===== config.mk =====
export PLATFORM = sky130hd
export DESIGN_NAME = phy_cr_engine
export DESIGN_NICKNAME = d
export VERILOG_FILES = /design/src/rtl/phy_cr_pkg.sv /design/src/rtl/phy_cr_window_map.sv /design/src/rtl/phy_cr_step_decode.sv /design/src/rtl/phy_cr_gap_timer.sv /design/src/rtl/phy_cr_engine.sv
export SDC_FILE = /design/constraint.sdc
export NUM_CORES = 1
export LEC_CHECK = 0
export ABC_AREA = 1
export BUFFER_PORTS_ARGS = -buffer_cell sky130_fd_sc_hd__clkbuf_2
export CAP_MARGIN = 25
export CORE_ASPECT_RATIO = 1.1
export CORE_UTILIZATION = 56
export DETAILED_ROUTE_END_ITERATION = 8
export PLACE_DENSITY_LB_ADDON = 0.2
export SLEW_MARGIN = 20
export SYNTH_ARGS = -nofsm -noshare
export SYNTH_HDL_FRONTEND = slang
export SYNTH_SLANG_ARGS = --single-unit

===== constraint.sdc =====
create_clock -name clk -period 2.6 [get_ports clk]
set_input_delay 0 -clock clk [delete_from_list [all_inputs] [get_ports clk]]
set_output_delay 0 -clock clk [all_outputs]
set_load 0.05 [all_outputs]

===== src/rtl/phy_cr_pkg.sv =====
package phy_cr_pkg;

    localparam int IAW  = 16;   // internal PHY register address width
    localparam int DEVW = 5;    // device number width kept in the page word

    localparam logic [IAW-1:0] CR_CMD  = 16'h80A0;
    localparam logic [IAW-1:0] CR_ADR  = 16'h80A1;
    localparam logic [IAW-1:0] CR_DAT  = 16'h80A2;

    localparam int CMD_GO_BIT  = 0;  // start on write, busy on read
    localparam int CMD_DIR_BIT = 1;  // 1 = write, 0 = read

    localparam logic [11:0] PAGE_BYTE_OFF = 12'h800;

    typedef enum logic [2:0] {
        ST_IDLE,
        ST_PAGE,
        ST_WIN,
        ST_GAP,
        ST_DONE
    } eng_state_t;

    typedef enum logic [2:0] {
        SP_POLL_PRE,
        SP_SET_ADDR,
        SP_KICK_RD,
        SP_POLL_POST,
        SP_FETCH,
        SP_PUT_DATA,
        SP_KICK_WR
    } step_t;

endpackage


===== src/rtl/phy_cr_window_map.sv =====
module phy_cr_window_map
    import phy_cr_pkg::*;
#(
    parameter int DW  = 16,
    parameter int ABW = 12
) (
    input  logic [DEVW-1:0] dev,
    input  logic [IAW-1:0]  iaddr,
    output logic [DW-1:0]   page_word,
    output logic [ABW-1:0]  win_off
);
    localparam int PAGE_W = DEVW + 7;
    localparam int OFF_W  = 11;

    logic [PAGE_W-1:0] page_raw;
    logic [OFF_W-1:0]  off_raw;

    always_comb begin
        page_raw  = {dev, iaddr[15:9]};
        off_raw   = {iaddr[8:0], 2'b00};
        page_word = DW'(page_raw);
        win_off   = ABW'(off_raw);
    end

endmodule


===== src/rtl/phy_cr_step_decode.sv =====
module phy_cr_step_decode
    import phy_cr_pkg::*;
#(
    parameter int DW = 16
) (
    input  step_t          step,
    input  logic           is_write,
    input  logic [IAW-1:0] tgt_addr,
    input  logic [DW-1:0]  tgt_wdata,
    output logic [IAW-1:0] acc_iaddr,
    output logic           acc_we,
    output logic [DW-1:0]  acc_wdata,
    output logic           acc_poll,
    output logic           acc_last,
    output step_t          nxt_step
);
    logic [DW-1:0] kick_rd_word;
    logic [DW-1:0] kick_wr_word;

    always_comb begin
        kick_rd_word = '0;
        kick_rd_word[CMD_GO_BIT] = 1'b1;
        kick_wr_word = kick_rd_word;
        kick_wr_word[CMD_DIR_BIT] = 1'b1;
    end

    always_comb begin
        acc_iaddr = CR_CMD;
        acc_we    = 1'b0;
        acc_wdata = '0;
        acc_poll  = 1'b0;
        acc_last  = 1'b0;
        nxt_step  = SP_POLL_PRE;
        unique case (step)
            SP_POLL_PRE: begin
                acc_poll = 1'b1;
                nxt_step = SP_SET_ADDR;
            end
            SP_SET_ADDR: begin
                acc_iaddr = CR_ADR;
                acc_we    = 1'b1;
                acc_wdata = DW'(tgt_addr);
                nxt_step  = is_write ? SP_PUT_DATA : SP_KICK_RD;
            end
            SP_KICK_RD: begin
                acc_we    = 1'b1;
                acc_wdata = kick_rd_word;
                nxt_step  = SP_POLL_POST;
            end
            SP_POLL_POST: begin
                acc_poll = 1'b1;
                nxt_step = SP_FETCH;
            end
            SP_FETCH: begin
                acc_iaddr = CR_DAT;
                acc_last  = 1'b1;
            end
            SP_PUT_DATA: begin
                acc_iaddr = CR_DAT;
                acc_we    = 1'b1;
                acc_wdata = tgt_wdata;
                nxt_step  = SP_KICK_WR;
            end
            SP_KICK_WR: begin
                acc_we    = 1'b1;
                acc_wdata = kick_wr_word;
                acc_last  = 1'b1;
            end
            default: begin
                acc_last = 1'b1;
            end
        endcase
    end

endmodule


===== src/rtl/phy_cr_gap_timer.sv =====
module phy_cr_gap_timer #(
    parameter int CW = 16
) (
    input  logic          clk,
    input  logic          rst_n,
    input  logic          load,
    input  logic [CW-1:0] load_val,
    output logic          expired
);
    logic [CW-1:0] cnt_q;

    always_ff @(posedge clk) begin
        if (!rst_n) begin
            cnt_q <= '0;
        end else if (load) begin
            cnt_q <= load_val;
        end else if (cnt_q != '0) begin
            cnt_q <= cnt_q - 1'b1;
        end
    end

    assign expired = (cnt_q == '0);

endmodule


===== src/rtl/phy_cr_engine.sv =====
module phy_cr_engine
    import phy_cr_pkg::*;
#(
    parameter int DW        = 16,
    parameter int ABW       = 12,
    parameter int GAPW      = 16,
    parameter int MAX_POLLS = 1000
) (
    input  logic            clk,
    input  logic            rst_n,
    input  logic            req_start,
    input  logic [4:0]      req_dev,
    input  logic [15:0]     req_addr,
    input  logic            req_write,
    input  logic [DW-1:0]   req_wdata,
    input  logic [GAPW-1:0] cfg_poll_gap,
    output logic            idle,
    output logic            done,
    output logic            timeout,
    output logic [DW-1:0]   rdata,
    output logic            m_req,
    output logic            m_we,
    output logic [ABW-1:0]  m_addr,
    output logic [DW-1:0]   m_wdata,
    input  logic [DW-1:0]   m_rdata,
    input  logic            m_ready
);
    localparam int PCW = (MAX_POLLS > 1) ? $clog2(MAX_POLLS) : 1;
    localparam logic [PCW-1:0] POLL_LAST = PCW'(MAX_POLLS - 1);
    localparam logic [ABW-1:0] PAGE_ADDR = ABW'(PAGE_BYTE_OFF);

    eng_state_t state_q, state_d;
    step_t      step_q;

    logic [DEVW-1:0] dev_q;
    logic [IAW-1:0]  addr_q;
    logic            wr_q;
    logic [DW-1:0]   wdata_q;
    logic [DW-1:0]   rdata_q;
    logic [PCW-1:0]  poll_cnt_q;
    logic            timeout_q;

    logic [IAW-1:0]  acc_iaddr;
    logic            acc_we;
    logic [DW-1:0]   acc_wdata;
    logic            acc_poll;
    logic            acc_last;
    step_t           nxt_step;

    logic [DW-1:0]   page_word;
    logic [ABW-1:0]  win_off;

    logic xfer;
    logic win_done;
    logic busy_seen;
    logic at_limit;
    logic gap_load;
    logic gap_expired;

    phy_cr_step_decode #(.DW(DW)) u_step (
        .step      (step_q),
        .is_write  (wr_q),
        .tgt_addr  (addr_q),
        .tgt_wdata (wdata_q),
        .acc_iaddr (acc_iaddr),
        .acc_we    (acc_we),
        .acc_wdata (acc_wdata),
        .acc_poll  (acc_poll),
        .acc_last  (acc_last),
        .nxt_step  (nxt_step)
    );

    phy_cr_window_map #(.DW(DW), .ABW(ABW)) u_map (
        .dev       (dev_q),
        .iaddr     (acc_iaddr),
        .page_word (page_word),
        .win_off   (win_off)
    );

    phy_cr_gap_timer #(.CW(GAPW)) u_gap (
        .clk      (clk),
        .rst_n    (rst_n),
        .load     (gap_load),
        .load_val (cfg_poll_gap),
        .expired  (gap_expired)
    );

    always_comb begin
        xfer      = m_req & m_ready;
        win_done  = (state_q == ST_WIN) & xfer;
        busy_seen = win_done & acc_poll & m_rdata[CMD_GO_BIT];
        at_limit  = (poll_cnt_q == POLL_LAST);
        gap_load  = busy_seen & ~at_limit;
    end

    // next-state logic
    always_comb begin
        state_d = state_q;
        unique case (state_q)
            ST_IDLE: if (req_start) state_d = ST_PAGE;
            ST_PAGE: if (xfer) state_d = ST_WIN;
            ST_WIN: begin
                if (xfer) begin
                    if (busy_seen) begin
                        state_d = at_limit ? ST_DONE : ST_GAP;
                    end else if (acc_last) begin
                        state_d = ST_DONE;
                    end else begin
                        state_d = ST_PAGE;
                    end
                end
            end
            ST_GAP:  if (gap_expired) state_d = ST_PAGE;
            ST_DONE: state_d = ST_IDLE;
            default: state_d = ST_IDLE;
        endcase
    end

    // state register
    always_ff @(posedge clk) begin
        if (!rst_n) begin
            state_q <= ST_IDLE;
        end else begin
            state_q <= state_d;
        end
    end

    // request context, step and poll bookkeeping
    always_ff @(posedge clk) begin
        if (!rst_n) begin
            step_q     <= SP_POLL_PRE;
            dev_q      <= '0;
            addr_q     <= '0;
            wr_q       <= 1'b0;
            wdata_q    <= '0;
            rdata_q    <= '0;
            poll_cnt_q <= '0;
            timeout_q  <= 1'b0;
        end else begin
            if ((state_q == ST_IDLE) && req_start) begin
                step_q     <= SP_POLL_PRE;
                dev_q      <= req_dev;
                addr_q     <= req_addr;
                wr_q       <= req_write;
                wdata_q    <= req_wdata;
                rdata_q    <= '0;
                poll_cnt_q <= '0;
                timeout_q  <= 1'b0;
            end
            if (win_done) begin
                if (busy_seen) begin
                    poll_cnt_q <= poll_cnt_q + 1'b1;
                    if (at_limit) timeout_q <= 1'b1;
                end else begin
                    step_q     <= nxt_step;
                    poll_cnt_q <= '0;
                    if (step_q == SP_FETCH) rdata_q <= m_rdata;
                end
            end
        end
    end

    // outputs
    always_comb begin
        idle    = (state_q == ST_IDLE);
        done    = (state_q == ST_DONE);
        timeout = done & timeout_q;
        rdata   = rdata_q;
        m_req   = 1'b0;
        m_we    = 1'b0;
        m_addr  = '0;
        m_wdata = '0;
        unique case (state_q)
            ST_PAGE: begin
                m_req   = 1'b1;
                m_we    = 1'b1;
                m_addr  = PAGE_ADDR;
                m_wdata = page_word;
            end
            ST_WIN: begin
                m_req   = 1'b1;
                m_we    = acc_we;
                m_addr  = win_off;
                m_wdata = acc_wdata;
            end
            default: begin
                m_req = 1'b0;
            end
        endcase
    end

endmodule


==> results.cfg <==
[outcome]
status = complete, no violations

[power]
ir_worst_vdd_v = 0.000526
clkPwrFrac = 0.203
intPower_w = 0.00283
power_switching_w = 0.00218
p_per_area_nw_per_um2 = 855
seqPwrFrac = 0.348
p_leak_nw = 2.64
p_sw_frac = 0.434
power_frac_comb = 0.448

[timing]
fin_worst_skew_ns = 0.00868
fin_crit_sh = 0.941
hold_viol_final = 0
fmax_mhz = 409
finalCriticalPeriod_ns = 2.45
drv_slew = 0
whs_ns = 0.0231
rsz0062_at_grt = no
tightest_slew_ns = 0.637
final.setup.worst_slack_ns = 0.153
fin_tns_setup_ns = 0
relSlewSlack = 0.575
finalSetupViolCount = 0

[cells_and_area]
multi_input_area_um2 = 2190
fin_nets = 903
area_delta_synth_final_pct = 35.0
antenna_cells = 0
ff_latch_area_um2 = 1740
drive_above_1_share = 0.185
fin_util = 0.784
fin_area_um2 = 5860
fill_cells = 539

[route]
firstDrtPassIters = 5
wl_mm = 12.5
wire_per_inst_um = 13.4
viasPerCell = 5.21
drtIter0Drc = 253
antenna_left = 0
vias = 4859
post-route-drc-count = 0

[critical_path]
endpoint_kind = output pin
rrSetupSlack_ns = 0.52
arrival_ns = 2.45
crit_path_cell_trace = inv_1, ha_1, inv_1, nor2_2, clkinv_1, o22ai_1, nand2_1, o21ai_0, clkbuf_2
startpoint_type = flip-flop
rr_worst_depth = 9
critical_path_cell_count = 9
worst-path-buf-inv = 4
slowest_delay_ns = 0.37
worstPathRequired_ns = 2.60
regToRegEndpoint = u_gap.cnt_q[11]
crit_top_cell = inv_1
worstSetupPathType = reg2out
crit_family = buffers and inverters
cpMaxStageDelayCell = dfxtp_1
r2r-start = step_q[2]
crit_fanout = 10

[global_route]
grt_pass1_wl_mm = 20.2
first_global_vias = 4622
track_usage = 0.313
gr-total-overflow = 0
antenna_found_initial = 0
grt_max_degree = 70

[clock_tree]
cts.clk_slew.worst_paths_ns = 0.08
clk_latency_ns = 0.35
post_cts_resized = 0
cts_buffer_depth = 2
cts_tree = yes
cts.htree.levels = 3
cts_sinks = 87
cts_buffers = 9
cts_root_buf = clkbuf_8

[synth]
yosysMostFrequentCell = nand2_1
synthTopCellsByArea = dfxtp_1, nand2_1, a21oi_1, o21ai_0, inv_1
syn_inst = 649
synth_area_um2 = 4340
synthArstFlopShare = 0
yosysUniqueCellTypes = 31
yosysWarnings = 0
seq_area_frac_synth = 0.401
syn_area_per_cell_um2 = 6.68
synth_enable_flop_cells = 0
yosys.area.top_type = dfxtp_1
netlist.area_leader.share = 0.401
dominantRegCellSynth = dfxtp_1
synthTopCellsByCount = nand2_1, dfxtp_1, a21oi_1
ys_seq_elements = 87

[floorplan]
floorplan.initialDensity = 0.580
pin_count = 123
rows = 33
die_y_um = 94.3
fp.dieW_um = 85.9
core_um2 = 7470
die_area_um2 = 8100

[placed_design]
place_ws_ns = 0.564
hpwlAfterDp_mm = 7.81
gp_congestion = 0.949
port-buffer-count = 115
place_area_um2 = 4960

[min_path]
hold_end = u_gap.cnt_q[1]
hold_depth = 5
hp-start = cfg_poll_gap[1]
hold_path.class = in2reg

[flow_run]
maxCapViolations = 0
metal layers:
metal | wire length (um) | GRT usage | share of wire
met5 | 0 | 0 | 0
met4 | 438 | 0.161 | 0.035
met3 | 781 | 0.0677 | 0.062
met2 | 6060 | 0.543 | 0.48
met1 | 5230 | 0.363 | 0.42
what timing repair did:
| item | in CTS | in global routing |
|---|---|---|
| setup buffers | 0 | 0 |
| endpoints found under the hold margin | 68 | 0 |
| hold buffers | 68 | 0 |
layout make-up:
cell class | count | share of cell area
Inverter | 69 | 0.0442
Tap cell | 105 | 0.0224
Clock inverter | 5 | 0.0109
Timing Repair Buffer | 190 | 0.226
Clock buffer | 11 | 0.0258
Sequential cell | 87 | 0.297
Multi-Input combinational cell | 466 | 0.374
flip-flops by register name, summed over array words and instances, names as in the netlist:
name and cells:
state_q 3, timeout_q 1, wr_q 1, wdata_q 16, rdata 16, dev_q 5
u_gap.cnt_q 16, addr_q 16, step_q 3, poll_cnt_q 10
placed cells by master (no fill, tap or decap):
| cell | synthesis | routed |
|---|---|---|
| nand2_1 | 174 | 173 |
| clkbuf_2 | 1 | 115 |
| dfxtp_1 | 87 | 87 |
| a21oi_1 | 82 | 82 |
| dlygate4sd3_1 | 0 | 68 |
| inv_1 | 63 | 63 |
| nor2_1 | 52 | 52 |
| o21ai_0 | 49 | 49 |
| nand3_1 | 43 | 43 |
| clkbuf_8 | 0 | 11 |
| nor3_1 | 9 | 9 |
| o22ai_1 | 8 | 8 |
| xor2_1 | 8 | 8 |
| conb_1 | 1 | 7 |
| nand4_1 | 6 | 6 |
| or2_2 | 6 | 6 |
| ha_1 | 6 | 6 |
| buf_4 | 10 | 6 |
| nand3b_1 | 5 | 5 |
| inv_2 | 4 | 4 |
| clkinv_1 | 2 | 2 |
| nand2_2 | 1 | 2 |
| xnor2_1 | 2 | 2 |
| inv_6 | 0 | 2 |
| nor2_2 | 1 | 1 |
| o21a_1 | 1 | 1 |
| and3_1 | 1 | 1 |
| nor2_4 | 1 | 1 |
| nand2_4 | 1 | 1 |
| o211ai_1 | 1 | 1 |
| a22oi_1 | 1 | 1 |
| a31oi_1 | 1 | 1 |
| clkinv_4 | 0 | 1 |
| clkinvlp_4 | 0 | 1 |
| bufinv_16 | 0 | 1 |
| buf_12 | 0 | 1 |
kinds of logic after synthesis:
family	count (synthesis)	synth area share
xor+xnor	10	0.0202
compound gates	143	0.169
other cells	1	0.000864
buf+inv	102	0.0998
flops	87	0.401
simple gates	300	0.291
fa+ha+maj	6	0.0173
power groups by stage:
stage	registers [W]	logic, W	clock network [W]
6_report	0.00174	0.00225	0.00102
3_3_place_gp	0.00175	0.00206	0
2_1_floorplan	0.00172	0.00168	0
5_1_grt	0.00177	0.00254	0.00108
4_1_cts	0.00174	0.00222	0.00102
3_5_place_dp	0.00177	0.00212	0
tightest hold or removal path, cell delays in order:
cell      delay, ns
clkbuf_2       0.09
nand3_1        0.08
nand2_1        0.05
nand2_1        0.05
a21oi_1        0.06
through the flow:
| step | total power (W) | instances |
|---|---|---|
| floorplan | 0.00340 | 655 |
| global placement | 0.00382 | 849 |
| detailed placement | 0.00389 | 849 |
| CTS | 0.00497 | 933 |
| global route | 0.00539 | 933 |
| finish | 0.00501 | 933 |
worst max-delay path by stage:
stage                    start               to  slack [ns]
floorplan           state_q[2]       m_wdata[6]        0.46
global placement     step_q[2]  u_gap.cnt_q[14]        0.59
detailed placement   step_q[2]  u_gap.cnt_q[11]        0.56
CTS                  step_q[1]       m_wdata[7]        0.22
global route         step_q[1]       m_wdata[8]        0.05
finish               step_q[1]       m_wdata[8]        0.15
No activity file was read; power rests on OpenSTA's default activity.
